## src/rtl/pia_pkg.sv

```systemverilog
package pia_pkg;
   localparam int LVL_W = 2;
   localparam logic [LVL_W-1:0] LVL_NMI = 2'd3;

   typedef enum logic [2:0] {
      ST_IDLE,
      ST_ARB,
      ST_FETCH1,
      ST_FETCH2,
      ST_ACK
   } arb_state_t;

   function automatic logic lvl_passes(input logic [LVL_W-1:0] lvl,
                                       input logic [LVL_W-1:0] mask);
      return (lvl >= mask) || (lvl == LVL_NMI);
   endfunction
endpackage

```

## src/rtl/pia_src_flag.sv

```systemverilog
module pia_src_flag #(
   parameter bit IS_EXT      = 1'b1,
   parameter bit CLR_BY_ACK  = 1'b1,
   parameter int SYNC_STAGES = 2
) (
   input  logic clk_i,
   input  logic rst_n_i,
   input  logic req_i,
   input  logic ack_i,
   output logic pend_o
);
   logic sig;
   logic prev_q;
   logic set;
   logic flag_q;

   generate
      if (IS_EXT) begin : g_sync
         logic [SYNC_STAGES-1:0] sh_q;
         always_ff @(posedge clk_i or negedge rst_n_i) begin
            if (!rst_n_i) sh_q <= '0;
            else          sh_q <= {sh_q[SYNC_STAGES-2:0], req_i};
         end
         assign sig = sh_q[SYNC_STAGES-1];
      end else begin : g_direct
         assign sig = req_i;
      end
   endgenerate

   always_ff @(posedge clk_i or negedge rst_n_i) begin
      if (!rst_n_i) prev_q <= 1'b0;
      else          prev_q <= sig;
   end

   // external clearable lines react to a rising edge, internal ones to the pulse
   assign set = IS_EXT ? (sig & ~prev_q) : sig;

   always_ff @(posedge clk_i or negedge rst_n_i) begin
      if (!rst_n_i)        flag_q <= 1'b0;
      else if (CLR_BY_ACK) flag_q <= (flag_q | set) & ~ack_i;
      else                 flag_q <= sig;
   end

   assign pend_o = flag_q;
endmodule

```

## src/rtl/pia_pick.sv

```systemverilog
module pia_pick #(
   parameter int N_SRC = 8,
   parameter int IDX_W = 3,
   parameter logic [2*N_SRC-1:0] SRC_LVL = '0
) (
   input  logic [N_SRC-1:0] elig_i,
   output logic             found_o,
   output logic [IDX_W-1:0] idx_o
);
   logic [1:0] best_lvl;

   always_comb begin
      found_o  = 1'b0;
      idx_o    = '0;
      best_lvl = '0;
      for (int i = 0; i < N_SRC; i++) begin
         // strict compare: an equal level never displaces a lower index
         if (elig_i[i] && (!found_o || SRC_LVL[2*i +: 2] > best_lvl)) begin
            found_o  = 1'b1;
            idx_o    = IDX_W'(i);
            best_lvl = SRC_LVL[2*i +: 2];
         end
      end
   end
endmodule

```

## src/rtl/prio_irq_arb.sv

```systemverilog
module prio_irq_arb #(
   parameter int N_EXT       = 4,
   parameter int N_INT       = 4,
   parameter int ADDR_W      = 8,
   parameter int VEC_BASE    = 64,
   parameter int SYNC_STAGES = 2,
   parameter logic [2*(N_EXT+N_INT)-1:0] SRC_LVL = 16'h36C9,
   parameter logic [N_EXT+N_INT-1:0]     SRC_CLR = 8'h33
) (
   input  logic                   clk_i,
   input  logic                   rst_n_i,
   input  logic [N_EXT-1:0]       ext_req_i,
   input  logic [N_INT-1:0]       int_req_i,
   input  logic [1:0]             mask_i,
   input  logic                   bnd_i,
   input  logic                   vfetch_i,
   input  logic                   stk_set_i,
   input  logic                   stk_clr_i,
   output logic                   req_valid_o,
   output logic [ADDR_W-1:0]      vec_addr_o,
   output logic [N_EXT+N_INT-1:0] ack_o,
   output logic                   stk_err_o
);
   import pia_pkg::*;

   localparam int N_SRC = N_EXT + N_INT;
   localparam int IDX_W = $clog2(N_SRC);
   localparam logic [ADDR_W-1:0] BASE = ADDR_W'(VEC_BASE);

   generate
      if (N_EXT < 1 || N_INT < 1) begin : g_bad_cnt
         $error("need at least one external and one internal source");
      end
      if (SYNC_STAGES < 2) begin : g_bad_sync
         $error("synchronizer needs two or more stages");
      end
      if (VEC_BASE + 2 * N_SRC > (1 << ADDR_W)) begin : g_bad_addr
         $error("vector table does not fit in ADDR_W");
      end
   endgenerate

   logic [N_SRC-1:0] src_req, pend, enabled, elig_q, ack_q;
   logic [IDX_W-1:0] pick_idx, win_q;
   logic             pick_found, valid_q, stk_q;
   logic [ADDR_W-1:0] vec_q;
   arb_state_t       st_q;

   assign src_req = {int_req_i, ext_req_i};

   generate
      for (genvar i = 0; i < N_SRC; i++) begin : g_src
         pia_src_flag #(
            .IS_EXT     (i < N_EXT),
            .CLR_BY_ACK (SRC_CLR[i]),
            .SYNC_STAGES(SYNC_STAGES)
         ) flag_i (
            .clk_i  (clk_i),
            .rst_n_i(rst_n_i),
            .req_i  (src_req[i]),
            .ack_i  (ack_q[i]),
            .pend_o (pend[i])
         );
         assign enabled[i] = pend[i] & lvl_passes(SRC_LVL[2*i +: 2], mask_i);
      end
   endgenerate

   pia_pick #(
      .N_SRC  (N_SRC),
      .IDX_W  (IDX_W),
      .SRC_LVL(SRC_LVL)
   ) pick_i (
      .elig_i (elig_q),
      .found_o(pick_found),
      .idx_o  (pick_idx)
   );

   always_ff @(posedge clk_i or negedge rst_n_i) begin
      if (!rst_n_i) begin
         st_q    <= ST_IDLE;
         elig_q  <= '0;
         win_q   <= '0;
         vec_q   <= '0;
         valid_q <= 1'b0;
         ack_q   <= '0;
      end else begin
         ack_q <= '0;
         unique case (st_q)
            ST_IDLE: if (bnd_i) begin
               elig_q <= enabled;
               st_q   <= ST_ARB;
            end
            ST_ARB: if (pick_found) begin
               win_q   <= pick_idx;
               vec_q   <= BASE + (ADDR_W'(pick_idx) << 1);
               valid_q <= 1'b1;
               st_q    <= ST_FETCH1;
            end else begin
               st_q <= ST_IDLE;
            end
            ST_FETCH1: if (vfetch_i) st_q <= ST_FETCH2;
            ST_FETCH2: if (vfetch_i) begin
               valid_q      <= 1'b0;
               ack_q[win_q] <= 1'b1;
               st_q         <= ST_ACK;
            end
            default: st_q <= ST_IDLE;
         endcase
      end
   end

   always_ff @(posedge clk_i or negedge rst_n_i) begin
      if (!rst_n_i)       stk_q <= 1'b0;
      else if (stk_set_i) stk_q <= 1'b1;
      else if (stk_clr_i) stk_q <= 1'b0;
   end

   assign req_valid_o = valid_q;
   assign vec_addr_o  = vec_q;
   assign ack_o       = ack_q;
   assign stk_err_o   = stk_q;
endmodule

```

## config.mk

```make
export PLATFORM = sky130hd
export DESIGN_NAME = prio_irq_arb
export DESIGN_NICKNAME = d
export VERILOG_FILES = /design/src/rtl/pia_pkg.sv /design/src/rtl/pia_src_flag.sv /design/src/rtl/pia_pick.sv /design/src/rtl/prio_irq_arb.sv
export SDC_FILE = /design/constraint.sdc
export NUM_CORES = 1
export LEC_CHECK = 0
export BUFFER_PORTS_ARGS = -buffer_cell sky130_fd_sc_hd__buf_2
export CORE_MARGIN = 2
export CORE_UTILIZATION = 56
export DETAILED_ROUTE_END_ITERATION = 12
export PLACE_DENSITY_LB_ADDON = 0.1
export SLEW_MARGIN = 25
export SYNTH_ARGS = -nofsm -noshare
export SYNTH_HDL_FRONTEND = slang
export SYNTH_SLANG_ARGS = --single-unit
```

## constraint.sdc

```tcl
create_clock -name clk_i -period 2.6 [get_ports clk_i]
set_input_delay 0.39 -clock clk_i [delete_from_list [all_inputs] [get_ports clk_i]]
set_output_delay 0.39 -clock clk_i [all_outputs]
set_load 0.01 [all_outputs]
```

==> Yosys cells after proc, flatten, opt, wreduce, memory -nomap -nowiden <==
Cells that the tools add are included.
{ "classes": {"n_addsub": 1, "magnitude_cmp": 12, "n_eq_ne": 7, "n_mux": 36, "bitwise": 22, "n_reduce_logical": 29} }
{ "op_table": {"columns": ["operator", "n"], "rows": [
  ["2-to-1 mux 3 bit", 7],
  ["2-to-1 mux 2 bit", 9],
  ["2-to-1 mux 8 bit", 2],
  ["2-to-1 mux 1 bit", 15],
  ["AND 1 bit", 12],
  ["case mux 3 bit (4 select lines)", 1],
  ["adder 7 x 4 -> 8 bit, first input constant", 1],
  ["logical AND 1 bit", 8],
  ["!= test 2 bit, second input constant", 4],
  ["zero test 1 bit", 7],
  ["logical OR 1 bit", 7],
  ["equality test 3 x 2 -> 1 bit, second input constant", 2],
  ["> comparator 1 x 2 -> 1 bit, first input constant", 3],
  ["> comparator 2 bit, first input constant", 3],
  ["NOT 1 bit", 6],
  ["AND reduction 3 bit", 2],
  ["greater-or-equal comparator 1 x 2 -> 1 bit, first input constant", 2],
  ["< comparator 3 x 4 -> 1 bit, second input constant", 1],
  ["bitwise OR 1 bit", 4],
  ["AND reduction 2 bit", 2],
  ["nonzero test 2 bit", 2],
  ["demux 1 bit (select 3 bit)", 1],
  ["equality test 3 x 1 -> 1 bit, second input constant", 1],
  ["greater-or-equal comparator 3 x 1 -> 1 bit, second input constant", 1],
  ["other kinds (4)", 4]
]} }
{ "word_totals": {"ff_bits": 50, "out_inout_bits": 18, "elab_cells": 128} }

==> Logic depth before layout (Yosys ltp) <==
Gate-level depths: netlist of run 1.
{ "depth": {"ltp_word": 31, "ltp_mapped": 5, "mapped_depth_nobuf": 4} }

==> By module <==
From an unflattened synthesis of run 1, not the netlist that was laid out.
{ "unflattened": {"cells_unflattened": 126, "area_unflattened_um2": 1624.1} }
{ "by_module_without_submodules": {"columns": ["module", "instances", "cells_each", "area_per_inst_um2", "seq_area_each_um2"], "rows": [
  ["prio_irq_arb", 1, 84, 1012.2, 625.6],
  ["pia_src_flag (g_src[0].flag_i ...)", 2, 7, 118.9, 100.1],
  ["pia_src_flag (g_src[2].flag_i ...)", 2, 3, 75.1, 75.1],
  ["pia_pick", 1, 16, 103.8, 0.0],
  ["pia_src_flag (g_src[4].flag_i ...)", 2, 2, 35.0, 25.0],
  ["pia_src_flag (g_src[6].flag_i ...)", 2, 1, 25.0, 25.0]
]} }

==> Least setup slack after synthesis of run 1 <==
No wires, ideal clock.
{ "synth_timing": {"path_type": "reg-to-reg", "from": "reg st_q[1]", "to": "reg win_q[1]", "setup_time_ns": 0.119, "t_arrival_ns": 1.175, "t_required_ns": 2.481, "path_slack_ns": 1.306, "stages_incl_launch_ff": 5, "synth_period_minus_slack_ns": 1.294, "path_cell_list": "dfrtp_1 -> nor2_4 -> nand2_2 -> or4_1 -> o21a_1"} }
{ "synth_via": {"elab_chain_len": 2} }
{ "synth_rtl": {"columns": ["element", "line", "source"], "rows": [
  ["start: declaration", "prio_irq_arb.sv:46", "arb_state_t st_q;"],
  ["start signal: assignment", "prio_irq_arb.sv:79", "st_q <= ST_IDLE;"],
  ["start signal: assignment", "prio_irq_arb.sv:90", "st_q <= ST_ARB;"],
  ["start signal: assignment", "prio_irq_arb.sv:96", "st_q <= ST_FETCH1;"],
  ["equality test 3 x 1 -> 1 bit", "prio_irq_arb.sv:87", "unique case (st_q)"],
  ["AND reduction 2 bit (no line)", null, null],
  ["end signal: assignment", "prio_irq_arb.sv:93", "win_q <= pick_idx;"],
  ["end: declaration", "prio_irq_arb.sv:43", "logic [IDX_W-1:0] pick_idx, win_q;"]
]} }
No other way between the ends.
A chain may end at the register's enable or synchronous reset.

==> Worst setup path after layout of run 1 <==
{ "layout_timing": {"from": "reg st_q[1]", "to": "reg elig_q[6]"} }
{ "layout_via": {"elab_chain_len": 2} }
{ "layout_rtl": {"columns": ["element", "line", "source"], "rows": [
  ["zero test 3 bit", "prio_irq_arb.sv:87", null],
  ["AND reduction 2 bit (no line)", null, null],
  ["end signal: assignment", "prio_irq_arb.sv:89", "elig_q <= enabled;"],
  ["end: declaration", "prio_irq_arb.sv:42", "logic [N_SRC-1:0] src_req, pend, enabled, elig_q, ack_q;"]
]} }
No other way between the ends.

==> impl_results.md, run 1 <==
* Gr ovfl total at 0
* PD cells at 951 nW/um^2
* Clock share of power at 0.190
* Max VDD drop at 0.773 mV
* Synthesized area per cell at 11.8 um^2
* Final worst-path cycle share at 0.570
* Length in cells of the worst reg-to-reg path at 3
* Clock Pin Slew Worst Setup and Hold Paths at 0.12 ns
* Hold_buf cts at 0
* Worst path max stage delay at 0.47 ns
* Initial antenna violation count at 0
* Hpwl dp at 1800 um
* Max Freq at 675 MHz
* Vias in the first global route at 861
* Synth cell types at 27
* Delay-heaviest family, CP: simple AND/OR/NAND/NOR gates
* RSZ-0062 raised after global routing: no
* Final setup vio count at 0
* Die W at 57.8 um
* Largest cells by area after synthesis: dfrtp_1 66%, buf_4 5.6%, nor2_1 4.6%
* Max Cap Viol at 0
* Yosys warning total at 0
* Hold/Removal Path Class: in2async
* WHS at 0.136 ns
* Setup tns final at 0 ns
* CP cell instances: nor2_4 -> nand3b_1 -> mux2_2
* Fillers at 215
* CTS tree: done
* Layout cells sized above 1 at 0.256
* Ports at 34
* DR vias/cell at 5.02
* Post-layout min period at 1.48 ns
* ANT nets after route at 0
* Area of the core at 2760 um^2
* Max Slew Vio Count at 0
* Clock H-tree levels at 2
* Worst-Skew Late Latency at 0.36 ns
* P_int at 0.00112 W
* Post-synth top area share at 0.664
* Routability cong. at 0.769
* Row count at 19
* Reg2reg setup slack at 1.12 ns
* Logic pwr share at 0.238
* CP max-delay cell: dfrtp_1
* CP arrival at 1.71 ns
* Flop pwr share at 0.572
* Crit path depth at 3
* Max-slew headroom at 0.409
* DR DRC count at 0
* Root buffer cell: clkbuf_4
* CTS buffer count at 5
* Number of port buffers at 29
* Initial DRC Count at 23
* Initial Utilization at 0.588
* Cell taking the most area after synthesis: dfrtp_1
* Largest net degree at the start of global routing at 44
* Clock Sinks at 43
* Global-route wire length before repair at 4160 um
* Synth Register Bits at 43
* Critical Path Fanout Max at 14
* Worst Path Buf+Inv at 0
* Setup bufs post-CTS at 0
* 1st-pass router iterations at 4
* CP Launch Type: register
* Ant. Diodes at 0
* Final wirelength at 2510 um
* WP data required at 2.83 ns
* CTS max path bufs at 2
* Area added between synthesis and finish at 9.65%
* Via count at 978
* Switching share of power at 0.338
* Syn Inst Count at 138
* Chip Height at 57.8 um
* CTS resizes at 0
* Static leakage at 0.866 nW
* CP Class: reg2reg
* Post-synthesis cell area at 1620 um^2
* Worst Setup End Kind: register
* Total track usage at 0.175
* DR WL/cell at 12.9 um
* Final Hold Vio Count at 0
* Worst slew pin tran at 0.887 ns
* Nets at 180
* Setup Skew at 0.0184 ns
* Die area at 3340 um^2
* Status: finished, final reports clean
* P_sw at 0.000571 W
* Sequential area share after synthesis at 0.664
-- power groups by stage --
stage | Combinational [W] | Clock [W] | Sequential [W]
floorplan | 0.000299 | 0 | 0.000959
global placement | 0.000392 | 0 | 0.000970
detailed placement | 0.000405 | 0 | 0.000982
CTS | 0.000409 | 0.000328 | 0.000968
global route | 0.000456 | 0.000354 | 0.000993
finish | 0.000403 | 0.000321 | 0.000967
-- worst register-to-register path, cell delays in order, from the launching register on --
cell      delay, ns
dfrtp_1        0.47
nor2_4         0.12
nand3b_1       0.36
mux2_2         0.42
-- cells in the final DEF (no fill, tap or decap), drive strengths merged, types with 2 or more instances in the layout --
cell type | netlist | routed
a21oi | 6 | 6
buf | 13 | 29
clkbuf | 0 | 6
conb | 1 | 4
dfrtp | 43 | 43
inv | 7 | 7
mux2 | 2 | 2
nand2 | 15 | 15
nand2b | 5 | 5
nor2 | 21 | 21
nor3 | 2 | 2
nor4 | 2 | 2
o21a | 2 | 2
o21ai | 7 | 7
o32a | 2 | 2
or2 | 2 | 2
-- area by class of cell --
class	instances	area [um^2]	area share
Clock buffer	6	51.3	0.0289
Clock inverter	1	5.00	0.00281
Inverter	7	26.3	0.0148
Multi-Input combinational cell	78	435	0.245
Sequential cell	43	1080	0.605
Tap cell	31	38.8	0.0218
Timing Repair Buffer	29	145	0.0816
-- metrics by stage --
step                      utilization  power, W  cell area, um^2  setup WS, ns  std cells
after global placement          0.624   0.00136             1720          1.22        188
after floorplan                     -   0.00126             1630          1.31        141
after detailed placement        0.624   0.00139             1720          1.17        188
after CTS                       0.645   0.00170             1780          1.13        195
final                           0.645   0.00169             1780          1.12        195
after global routing            0.645   0.00180             1780          1.02        195
-- per-layer routing --
layer	global-route usage	up-vias	share of wire
met4	0.0698	0	0.017
met5	0	-	0
met2	0.258	24	0.48
li1	-	490	-
met1	0.231	458	0.45
met3	0.0737	6	0.056
-- synthesized netlist by cell type, drive strengths merged --
master and count:
nand3b 1, o21a 2, nand4b 1, nor2 21, or4 1, dfrtp 43
inv 7, nand2b 5, nor4b 1, o21ai 7, mux2i 1, a21oi 6
nor3 2, buf 13, or2 2, conb 1, nor4 2, mux2 2
a221oi 1, o32a 2, nand2 15, a31oi 1, a21o 1
-- flip-flops by register name, summed over array words and instances, names as in the netlist --
signal                    cells
ack_o                         8
elig_q                        8
g_src.flag_i.g_sync.sh_q      8
g_src.flag_i.pend_o           8
st_q                          3
g_src.flag_i.prev_q           2
vec_addr_o                    2
win_q                         2
req_valid_o                   1
stk_err_o                     1
-- cell families (layout without fill, tap and decap cells) --
group,after synthesis,in the layout,share of synthesized area
muxes,3,3,0.0201
other,1,4,0.00231
DFF,43,43,0.664
buffers and inverters,20,43,0.0748
AOI/OAI and AO/OA,20,20,0.0756
and+or+nand+nor,51,51,0.164
-- worst paths after layout --
| kind | from | end |
|---|---|---|
| worst max-delay path | st_q[1] | elig_q[6] |
| worst min-delay path | rst_n_i | ack_o[5] |
| worst max register to register | st_q[1] | elig_q[6] |
| worst min register to register | g_src[0].flag_i.g_sync.sh_q[0] | g_src[0].flag_i.g_sync.sh_q[1] |
| max in group asynchronous | rst_n_i | st_q[2] |
| min in group clk_i | ext_req_i[0] | g_src[0].flag_i.g_sync.sh_q[0] |
No activity file was read; power rests on OpenSTA's default activity.
==> run 2: changes to the inputs <==
Settings changed: CORE_UTILIZATION 56 to 47.
Clock period 2.6 ns to 1.3 ns, I/O delays scaled along.
==> run 2 against run 1 <==
Against the previous run:
- largest cell class unchanged
- clock skew fell by 0.011 ns
- total power increased by 120%
- via count up 11%
- register-to-register slack lost 1.1 ns
- cell count is 17% higher
- the flow now finishes with violations (setup timing)
- critical path type unchanged
- die area grew 18%
- critical path depth rose by 1
==> impl_results.md, run 2 (same netlist as run 1, synthesis figures left out) <==
* Status: finished with violations
* Failing checks: setup timing
* Placed instance count at 210
* Area added between synthesis and finish at 24.5%
* Initial antenna violation count at 0
* CP max-delay cell: or4_1
* Largest net degree at the start of global routing at 28
* Hold/Removal Path Class: in2reg
* Max Cap Viol at 0
* Clock Sinks at 43
* RSZ-0062 raised after global routing: yes
* DR DRC count at 0
* Number of port buffers at 29
* Initial Utilization at 0.486
* Critical Path Fanout Max at 4
* Die area at 3940 um^2
* Total track usage at 0.148
* Leading cell type in the layout, fill and taps excluded: dfrtp_1
* Vias in the first global route at 1079
* Initial DRC Count at 44
* Setup Skew at 0.00738 ns
* Clock Pin Slew Worst Setup and Hold Paths at 0.11 ns
* Ant. Diodes at 0
* Most frequent cells in the layout: 42 x dfrtp_1, 29 x buf_2, 17 x nor2_1
* Worst Path Buf+Inv at 0
* Fillers at 301
* Nets at 198
* Worst path max stage delay at 0.46 ns
* Ports at 34
* ANT nets after route at 0
* Clock H-tree levels at 2
* Global-route wire length before repair at 4400 um
* Layout cells sized above 1 at 0.335
* Gr ovfl total at 0
* CP cell instances: nor2_4 -> nand2_2 -> or4_1 -> o21a_1
* Chip Height at 62.7 um
* Root buffer cell: clkbuf_4
* Routability cong. at 0.778
* Die W at 62.7 um
* PD cells at 1850 nW/um^2
* Final setup vio count at 2
* Multi-input logic area at 483 um^2
* Final Total Pwr at 0.00373 W
* Max VDD drop at 0.924 mV
* Max Freq at 762 MHz
* Final Hold Vio Count at 0
* Post-layout min period at 1.31 ns
* Max Slew Vio Count at 0
* Delay-heaviest family, CP: simple AND/OR/NAND/NOR gates
* Non-filler cells, final at 228
* Worst-Skew Late Latency at 0.35 ns
* Worst Setup End Kind: register
* WP data required at 1.55 ns
* Final wirelength at 2530 um
* Row count at 21
* Final worst-path cycle share at 1.01
* Via count at 1085
* CTS tree: done
* DR WL/cell at 11.1 um
* Reg area at 1080 um^2
* Hpwl dp at 1830 um
* 1st-pass router iterations at 4
* CTS buffer count at 5
* CP Class: reg2reg
* DR vias/cell at 4.76
* CP Launch Type: register
* Static leakage at 0.960 nW
* Area of the core at 3340 um^2
* CP arrival at 1.56 ns
* CTS max path bufs at 2
* Final worst slack at -0.0119 ns
run 2: stage by stage:
stage	cell area, um^2	hold WS [ns]	setup TNS, ns	setup WS (ns)	utilization
global route	2020	0.0206	-0.296	-0.0827	0.605
floorplan	1630	-0.101	0	0.00592	-
CTS	1990	0.0129	-0.0215	-0.0119	0.597
global placement	1810	0.136	0	0.0165	0.541
detailed placement	1810	0.143	-0.0666	-0.0431	0.541
finish	2020	0.0220	-0.0215	-0.0119	0.605
run 2: where the power goes:
| group | total (W) | internal [W] | switching [W] | leakage (nW) |
|---|---|---|---|---|
| clock network | 0.000634 | 0.000251 | 0.000384 | 0.0341 |
| logic | 0.00116 | 0.000609 | 0.000553 | 0.417 |
| registers | 0.00193 | 0.00160 | 0.000329 | 0.509 |
| total | 0.00373 | 0.00246 | 0.00127 | 0.960 |
run 2: per-layer routing:
layer / GRT usage / part of all wire / up-vias
li1: - / - / 529
met1: 0.169 / 0.43 / 520
met2: 0.238 / 0.48 / 26
met3: 0.0432 / 0.046 / 10
met4: 0.106 / 0.040 / 0
met5: 0 / 0 / -
run 2: final cells by class:
cell class | count | area share
flip-flops and latches | 43 | 0.534
multi-input cells | 78 | 0.239
repair buffers | 47 | 0.157
well taps | 46 | 0.0285
clock buffers | 6 | 0.0254
inverters | 7 | 0.0130
clock inverters | 1 | 0.00248
run 2: what timing repair did:
action | CTS | global route
setup buffers | 4 | 0
endpoints found under the setup margin | 5 | 8
hold buffers | 7 | 0
pin swaps | 2 | 5
hold endpoints to repair | 22 | 0
resized for setup | 5 | 9
run 2: path summary, 6_finish.rpt:
| path | from | endpoint | slack [ns] | depth (start not counted) |
|---|---|---|---|---|
| setup / recovery | st_q[2] | win_q[1] | -0.01 | 4 |
| hold / removal | stk_set_i | stk_err_o | 0.02 | 2 |
| setup reg to reg | st_q[2] | win_q[1] | -0.01 | 4 |
| hold reg to reg | g_src[0].flag_i.g_sync.sh_q[0] | g_src[0].flag_i.g_sync.sh_q[1] | 0.36 | 0 |
| max in group asynchronous | rst_n_i | elig_q[1] | 0.55 | 3 |
| min in group asynchronous | rst_n_i | g_src[1].flag_i.prev_q | 0.28 | 2 |
run 2: worst register-to-register path, stage by stage, from the launching register on:
cell,delay (ns)
dfrtp_1,0.44
nor2_4,0.13
nand2_2,0.06
or4_1,0.46
o21a_1,0.12
